==> src/rtl/lps_pkg.sv <==
package lps_pkg;

    localparam int WORD_W     = 32;
    localparam int NUM_STICKY = 7;

    // Bit positions software decodes
    localparam int P_IDLE_SUP   = 31;
    localparam int P_IDLE_EN    = 30;
    localparam int P_IDLE_ACT   = 29;
    localparam int P_FLOW_MODE  = 27;
    localparam int P_OUT_RETRD  = 19;
    localparam int P_OUT_RSTOP  = 18;
    localparam int P_OUT_ESTOP  = 16;
    localparam int P_IN_RSTOP   = 10;
    localparam int P_IN_ESTOP   = 8;
    localparam int P_LINK_OK    = 1;
    localparam int P_LINK_UNINI = 0;

    // Index of each sticky flop inside the sticky bank
    typedef enum logic [2:0] {
        SK_IN_ERR   = 3'd0,
        SK_PORT_ERR = 3'd1,
        SK_OUT_ERR  = 3'd2,
        SK_OUT_RTY  = 3'd3,
        SK_OUT_DEGR = 3'd4,
        SK_OUT_FAIL = 3'd5,
        SK_OUT_DROP = 3'd6
    } sticky_idx_e;

    // Word position of each sticky flop, indexed by sticky_idx_e
    localparam int STICKY_POS [NUM_STICKY] = '{9, 2, 17, 20, 24, 25, 26};

    // Link-state levels as presented by the recovery machines
    typedef struct packed {
        logic out_rty_stop;
        logic out_err_stop;
        logic in_rty_stop;
        logic in_err_stop;
        logic link_up;
    } lvl_t;

    // Registered live state shown in the word
    typedef struct packed {
        logic out_rty_stop;
        logic out_err_stop;
        logic in_rty_stop;
        logic in_err_stop;
        logic out_retried;
        logic ok;
        logic uninit;
    } live_t;

    // Constant part of the word: capability bits high, flow mode low
    function automatic logic [WORD_W-1:0] fixed_word();
        logic [WORD_W-1:0] w;
        w = '0;
        w[P_IDLE_SUP]  = 1'b1;
        w[P_IDLE_EN]   = 1'b1;
        w[P_IDLE_ACT]  = 1'b1;
        w[P_FLOW_MODE] = 1'b0;
        return w;
    endfunction

endpackage

==> src/rtl/lps_sticky_bank.sv <==
module lps_sticky_bank #(
    parameter int N = 7
) (
    input  logic         clk,
    input  logic         rst,
    input  logic [N-1:0] set_i,
    input  logic [N-1:0] clr_i,
    output logic [N-1:0] q_o
);

    for (genvar i = 0; i < N; i++) begin : g_bit
        always_ff @(posedge clk) begin
            if (rst) begin
                q_o[i] <= 1'b0;
            end else begin
                // set takes priority over clear
                q_o[i] <= set_i[i] | (q_o[i] & ~clr_i[i]);
            end
        end

        assert_set_wins_R5: assert property (@(posedge clk) disable iff (rst)
            set_i[i] |=> q_o[i]);

        assert_clear_R4: assert property (@(posedge clk) disable iff (rst)
            (clr_i[i] && !set_i[i]) |=> !q_o[i]);

        assert_hold_R3: assert property (@(posedge clk) disable iff (rst)
            (q_o[i] && !clr_i[i]) |=> q_o[i]);
    end

endmodule

==> src/rtl/lps_live_state.sv <==
module lps_live_state
    import lps_pkg::*;
(
    input  logic  clk,
    input  logic  rst,
    input  lvl_t  lvl_i,
    input  logic  rx_retry_i,
    input  logic  rx_ack_i,
    output live_t live_o,
    output logic  out_rty_entry_o,
    output logic  out_err_entry_o,
    output logic  in_err_entry_o
);

    lvl_t lvl_q;
    logic retried_q;
    logic uninit_q;

    always_ff @(posedge clk) begin
        if (rst) begin
            lvl_q     <= '0;
            retried_q <= 1'b0;
            uninit_q  <= 1'b1;
        end else begin
            lvl_q    <= lvl_i;
            uninit_q <= ~lvl_i.link_up;
            if (rx_retry_i) begin
                retried_q <= 1'b1;
            end else if (rx_ack_i) begin
                retried_q <= 1'b0;
            end
        end
    end

    // Entry into a stopped state is a rise of its level
    always_comb begin
        out_rty_entry_o = lvl_i.out_rty_stop & ~lvl_q.out_rty_stop;
        out_err_entry_o = lvl_i.out_err_stop & ~lvl_q.out_err_stop;
        in_err_entry_o  = lvl_i.in_err_stop  & ~lvl_q.in_err_stop;
    end

    always_comb begin
        live_o.out_rty_stop = lvl_q.out_rty_stop;
        live_o.out_err_stop = lvl_q.out_err_stop;
        live_o.in_rty_stop  = lvl_q.in_rty_stop;
        live_o.in_err_stop  = lvl_q.in_err_stop;
        live_o.out_retried  = retried_q;
        live_o.ok           = lvl_q.link_up;
        live_o.uninit       = uninit_q;
    end

    assert_retry_sets_R8: assert property (@(posedge clk) disable iff (rst)
        rx_retry_i |=> live_o.out_retried);

    assert_ack_clears_R8: assert property (@(posedge clk) disable iff (rst)
        (rx_ack_i && !rx_retry_i) |=> !live_o.out_retried);

    assert_ok_excl_R10: assert property (@(posedge clk) disable iff (rst)
        !(live_o.ok && live_o.uninit));

    assert_link_follow_R10: assert property (@(posedge clk) disable iff (rst)
        lvl_i.link_up |=> (live_o.ok && !live_o.uninit));

endmodule

==> src/rtl/lps_regmap.sv <==
module lps_regmap
    import lps_pkg::*;
#(
    parameter int                ADDR_W = 8,
    parameter logic [ADDR_W-1:0] OFFSET = 8'h40
) (
    input  logic                  bus_sel,
    input  logic                  bus_wr,
    input  logic [ADDR_W-1:0]     bus_addr,
    input  logic [WORD_W-1:0]     bus_wdata,
    input  live_t                 live_i,
    input  logic [NUM_STICKY-1:0] sticky_i,
    output logic [NUM_STICKY-1:0] clr_o,
    output logic [WORD_W-1:0]     rdata_o
);

    logic hit;
    logic write_hit;
    logic read_hit;
    logic [WORD_W-1:0] word;

    assign hit       = bus_sel && (bus_addr == OFFSET);
    assign write_hit = hit && bus_wr;
    assign read_hit  = hit && !bus_wr;

    always_comb begin
        for (int i = 0; i < NUM_STICKY; i++) begin
            clr_o[i] = write_hit && bus_wdata[STICKY_POS[i]];
        end
    end

    always_comb begin
        word = fixed_word();
        word[P_OUT_RETRD]  = live_i.out_retried;
        word[P_OUT_RSTOP]  = live_i.out_rty_stop;
        word[P_OUT_ESTOP]  = live_i.out_err_stop;
        word[P_IN_RSTOP]   = live_i.in_rty_stop;
        word[P_IN_ESTOP]   = live_i.in_err_stop;
        word[P_LINK_OK]    = live_i.ok;
        word[P_LINK_UNINI] = live_i.uninit;
        for (int i = 0; i < NUM_STICKY; i++) begin
            word[STICKY_POS[i]] = sticky_i[i];
        end
    end

    assign rdata_o = read_hit ? word : '0;

endmodule

==> src/rtl/link_port_status.sv <==
module link_port_status
    import lps_pkg::*;
#(
    parameter int                ADDR_W     = 8,
    parameter logic [ADDR_W-1:0] REG_OFFSET = 8'h40
) (
    input  logic              clk,
    input  logic              rst,
    input  logic              bus_sel,
    input  logic              bus_wr,
    input  logic [ADDR_W-1:0] bus_addr,
    input  logic [31:0]       bus_wdata,
    output logic [31:0]       bus_rdata,
    input  logic              ev_pkt_drop,
    input  logic              ev_fail_thresh,
    input  logic              ev_degr_thresh,
    input  logic              ev_in_unrecov,
    input  logic              ev_out_fatal,
    input  logic              rx_retry,
    input  logic              rx_ack,
    input  logic              out_rty_stop,
    input  logic              out_err_stop,
    input  logic              in_rty_stop,
    input  logic              in_err_stop,
    input  logic              link_init,
    output logic              port_ok,
    output logic              port_error
);

    lvl_t                  lvl;
    live_t                 live;
    logic                  out_rty_entry;
    logic                  out_err_entry;
    logic                  in_err_entry;
    logic [NUM_STICKY-1:0] sticky_set;
    logic [NUM_STICKY-1:0] sticky_clr;
    logic [NUM_STICKY-1:0] sticky_q;

    always_comb begin
        lvl.out_rty_stop = out_rty_stop;
        lvl.out_err_stop = out_err_stop;
        lvl.in_rty_stop  = in_rty_stop;
        lvl.in_err_stop  = in_err_stop;
        lvl.link_up      = link_init;
    end

    lps_live_state u_live (
        .clk             (clk),
        .rst             (rst),
        .lvl_i           (lvl),
        .rx_retry_i      (rx_retry),
        .rx_ack_i        (rx_ack),
        .live_o          (live),
        .out_rty_entry_o (out_rty_entry),
        .out_err_entry_o (out_err_entry),
        .in_err_entry_o  (in_err_entry)
    );

    always_comb begin
        sticky_set              = '0;
        sticky_set[SK_IN_ERR]   = in_err_entry;
        sticky_set[SK_PORT_ERR] = ev_in_unrecov | ev_out_fatal;
        sticky_set[SK_OUT_ERR]  = out_err_entry;
        sticky_set[SK_OUT_RTY]  = out_rty_entry;
        sticky_set[SK_OUT_DEGR] = ev_degr_thresh;
        sticky_set[SK_OUT_FAIL] = ev_fail_thresh;
        sticky_set[SK_OUT_DROP] = ev_pkt_drop;
    end

    lps_sticky_bank #(.N(NUM_STICKY)) u_sticky (
        .clk   (clk),
        .rst   (rst),
        .set_i (sticky_set),
        .clr_i (sticky_clr),
        .q_o   (sticky_q)
    );

    lps_regmap #(.ADDR_W(ADDR_W), .OFFSET(REG_OFFSET)) u_map (
        .bus_sel   (bus_sel),
        .bus_wr    (bus_wr),
        .bus_addr  (bus_addr),
        .bus_wdata (bus_wdata),
        .live_i    (live),
        .sticky_i  (sticky_q),
        .clr_o     (sticky_clr),
        .rdata_o   (bus_rdata)
    );

    assign port_ok    = live.ok;
    assign port_error = sticky_q[SK_PORT_ERR];

    assert_port_err_mirror_R9: assert property (@(posedge clk) disable iff (rst)
        (bus_sel && !bus_wr && bus_addr == REG_OFFSET) |-> (bus_rdata[2] == port_error));

    assert_port_err_set_R9: assert property (@(posedge clk) disable iff (rst)
        (ev_in_unrecov || ev_out_fatal) |=> port_error);

    assert_miss_zero_R11: assert property (@(posedge clk) disable iff (rst)
        (bus_addr != REG_OFFSET) |-> (bus_rdata == 32'h0));

endmodule

==> config.mk <==
export PLATFORM = sky130hd
export DESIGN_NAME = link_port_status
export DESIGN_NICKNAME = d
export VERILOG_FILES = /design/src/rtl/lps_pkg.sv /design/src/rtl/lps_sticky_bank.sv /design/src/rtl/lps_live_state.sv /design/src/rtl/lps_regmap.sv /design/src/rtl/link_port_status.sv
export SDC_FILE = /design/constraint.sdc
export NUM_CORES = 1
export LEC_CHECK = 0
export BUFFER_PORTS_ARGS = -buffer_cell sky130_fd_sc_hd__buf_2
export CAP_MARGIN = 20
export CORE_AREA = 2 2 52 54
export DETAILED_ROUTE_END_ITERATION = 12
export DIE_AREA = 0 0 54 56
export GPL_TIMING_DRIVEN = 1
export PLACE_DENSITY = 0.73
export REMOVE_ABC_BUFFERS = 1
export SKIP_LAST_GASP = 1
export SLEW_MARGIN = 10
export SYNTH_ARGS = -nofsm -noshare
export SYNTH_HDL_FRONTEND = slang
export SYNTH_SLANG_ARGS = --single-unit
==> constraint.sdc <==
create_clock -name clk -period 0.9 [get_ports clk]
set_input_delay 0.045 -clock clk [delete_from_list [all_inputs] [get_ports clk]]
set_output_delay 0.045 -clock clk [all_outputs]
set_load 0.1 [all_outputs]
Word-level counts from Yosys, hierarchy flattened --
Cells that the tools add are included.
Storage, ports and cells: logic and storage cells 59, bits in registers 14
Operators by class: equal/unequal tests 1, bitwise logic cells 29, multiplexer cells 3, reduce and logical (&&, ||, !) cells 12
Operators by type and width (number):
- $mux 32 | 1
- $not 1->1 | 11
- $and 1x1->1 | 10
- $logic_and 1x1->1 | 10
- $eq 8x7->1 const B | 1
- $or 1x1->1 | 8
- $mux 1 | 2
- $reduce_bool 2->1 | 1
- $logic_not 1->1 | 1

Longest topological paths before layout --
depth after elaboration 7, depth in mapped cells 4

By module --
From an unflattened synthesis, not the netlist that was laid out.
Unflattened totals: cell total of the unflattened synthesis 123, area, all modules 1042.2 um2
Modules (own cells, without submodules):
- lps_regmap | times used 1, cells each 73, sequential area each 0.0 um2, area each 506.7 um2
- lps_sticky_bank | times used 1, cells each 28, sequential area each 140.1 um2, area each 297.8 um2
- lps_live_state | times used 1, cells each 21, sequential area each 140.1 um2, area each 231.5 um2
- link_port_status | times used 1, cells each 1, sequential area each 0.0 um2, area each 6.3 um2

Least setup slack after synthesis --
No wires, ideal clock.
path type register to output, start point reg u_sticky.q_o[1], end point out bus_rdata[2], arrival time 1.814 ns, setup slack -0.959 ns, required time 0.855 ns, cell stages (with the launch flop) 2, path through dfxtp_1 > and2_1
On the way: word-level cells in the longest chain between the ends 1
Ends and longest elaborated chain:
- from (decl) | line lps_sticky_bank.sv:8 | output logic [N-1:0] q_o
- from (signal, indexed assignment) | line lps_sticky_bank.sv:17 | q_o[i] <= set_i[i] | (q_o[i] & ~clr_i[i]);
- $mux 32 | line lps_regmap.sv:46 | assign rdata_o = read_hit ? word : '0;
- to (decl) | line link_port_status.sv:13 | output logic [31:0] bus_rdata,
No other way between the ends.

Final worst setup path --
start point in bus_addr[1], end point out bus_rdata[10]
On the way: word-level cells in the longest chain between the ends 4
Ends and longest elaborated chain:
- from (decl) | line link_port_status.sv:11 | input logic [ADDR_W-1:0] bus_addr,
- $eq 8x7->1 | line lps_regmap.sv:22 | assign hit = bus_sel && (bus_addr == OFFSET);
- $logic_and 1x1->1 | line lps_regmap.sv:22
- $logic_and 1x1->1 | line lps_regmap.sv:24 | assign read_hit = hit && !bus_wr;
- $mux 32 | line lps_regmap.sv:46
No other way between the ends.

==> reports/qor.yml <==
diodes: 0
max_stage_delay_ns: 0.30
status: "finished with violations"
ios: 90
fin_skew_ns: 0.00211
setup_ws_ns: -0.303
drive_gt1_share_pct: 56.2
wl_met2_um: 1030
num_vias: 736
critPathKind: "input pin to output port"
cap_violations: 0
ys_seq_area_share_pct: 37.5
worst_setup_path_start_kind: "input pin"
cp-end-kind: "output port"
dp.cells: 162
die_w_um: 54
crit_chain: "buf_6, nor4_4, and4b_2, buf_12, and2_4, buf_12"
rows: 18
crit_fanout: 12
clkTransAtPathRegs_ns: 0.08
route.detailed.drc: 0
antenna_left: 0
setup_violations: 17
finalCriticalPeriod_ns: 1.20
grt-ovfl-total: 0
drt_pass1_iterations: 2
vias_per_cell: 4.18
cts-root-buf: "clkbuf_4"
rsz0062_at_grt: "true"
grt_max_degree: 14
final_max_slew_viol_count: 0
wl_met3_um: 208
cts_tree: "built"
violations: "setup timing"
antenna_found_initial: 0
cts_max_level: 1
syn_area_um2: 748
first_iter_violations: 1
hold_class: "input pin to register"
fmax_mhz: 832
yosys_warnings: 0
nets: 203
finalHoldViolCount: 0
die_h_um: 56
first_global_vias: 740
gp_congestion: 0.700
p_leak_nw: 0.698
synthToLayoutAreaGrowth_pct: 99.7
cts_sinks: 14
synth_area_per_cell_um2: 8.80
ys_types: 17
routed_wl_um: 1870
fin_crit_sh_pct: 134
core_um2: 2430
cts_made_buffers: 3
final-instance-count-excl-fill: 176
cts_buffer_depth: 2
path_common_cell: "buf_12"
ys_seq_elements: 14
required_ns: 0.85
clk_latency_ns: 0.27
final_util_pct: 61.4
grt_usage_pct: 13.5
tns_ns: -4.90
vdd.ir_drop.worst_mv: 1.02
maxUsedRoutingLayer: "met4"
dp_hpwl_um: 1420
arrival_ns: 1.16
slowest_stage: "and4b_2"
dieArea_um2: 3020
powerDensity_nw_per_um2: 1110
io_buffers: 49
start_util_pct: 30.8
wl_per_cell_um: 10.6
grt_pass1_wl_um: 3000
wl_met1_um: 627
synthCells: 85
placed cells by master (no fill, tap or decap), types with 2 or more instances in the layout:
cell type and count:
buf_4 4, nor3_1 2, a311oi_1 7, nor2_1 5, dfxtp_1 9, dfxtp_2 4, nand2b_4 3, conb_1 15
clkbuf_4 3, and2_4 14, dlygate4sd3_1 10, buf_6 3, buf_12 20, inv_1 5, nor2b_1 8, buf_2 27
power by group:
part           internal [mW]  total, mW  switching [mW]
Sequential             0.661      0.684          0.0227
Combinational          0.144      0.531           0.387
Clock                  0.245      0.436           0.191
Total                   1.05       1.65           0.601
registers in the layout, summed over array words and instances, names as in the netlist:
register          flops
u_live.live_o         5
u_live.retried_q      1
u_live.uninit_q       1
u_sticky.q_o          7
synth_stat cells, drive strengths merged:
library cell | count | area (um^2)
a21oi | 1 | 5.00
a311oi | 7 | 61.3
and2 | 15 | 93.8
and4 | 1 | 8.76
and4b | 1 | 11.3
buf | 20 | 151
clkbuf | 1 | 3.75
conb | 1 | 3.75
dfxtp | 14 | 280
inv | 5 | 18.8
nand2b | 3 | 18.8
nor2 | 5 | 18.8
nor2b | 8 | 50.1
nor3 | 2 | 10.0
nor4 | 1 | 12.5
per-layer routing:
metal / vias up / track usage (%)
met5: - / 0
met4: 0 / 4.29
met3: 2 / 2.96
met2: 47 / 27.0
met1: 319 / 12.4
li1: 368 / -
path summary, 6_finish.rpt:
check / startpoint / endpoint / slack (ns) / cells past startpoint
worst max-delay path: bus_addr[1] / bus_rdata[10] / -0.30 / 6
worst min-delay path: link_init / u_live.live_o[1] / 0.03 / 2
worst max register to register: u_live.live_o[6] / u_sticky.q_o[3] / 0.01 / 3
worst min register to register: u_live.retried_q / u_live.retried_q / 0.50 / 2
per-stage QoR:
step / worst slack (ns) / hold WS, ns / instance area [um^2] / power (mW)
global placement: -0.349 / 0.241 / 1260 / 1.16
detailed placement: -0.391 / 0.245 / 1260 / 1.17
floorplan: -1.72 / 0.117 / 646 / 1.05
global route: -0.348 / 0.0253 / 1490 / 1.75
CTS: -0.330 / 0.0273 / 1480 / 1.67
finish: -0.303 / 0.0308 / 1490 / 1.65
repair_timing:
item | CTS | global route
hold buffers | 10 | 0
gates resized for setup | 23 | 4
buffers inserted | 0 | 1
hold endpoints to repair | 10 | 0
setup endpoints to repair | 21 | 20
pin swaps | 8 | 2
cloned | 0 | 0
critical path: cells and delay by family:
family | cells | cell delay (ns)
AND/OR/NAND/NOR | 3 | 0.70
buffers and inverters | 3 | 0.39
cells by family after synthesis:
group | share of synthesized area [%]
other | 0.501
buffers and inverters | 23.2
and+or+nand+nor | 29.9
DFF | 37.5
AOI/OAI and AO/OA | 8.86
area by class of cell:
cell class / count / area, um^2
multi-input combinational: 59 / 413
clock buffer: 4 / 36.3
fill: 213 / 938
inverter: 5 / 18.8
tap: 30 / 37.5
timing repair buffer: 64 / 699
sequential: 14 / 289
(Power assumes the default switching activity.)
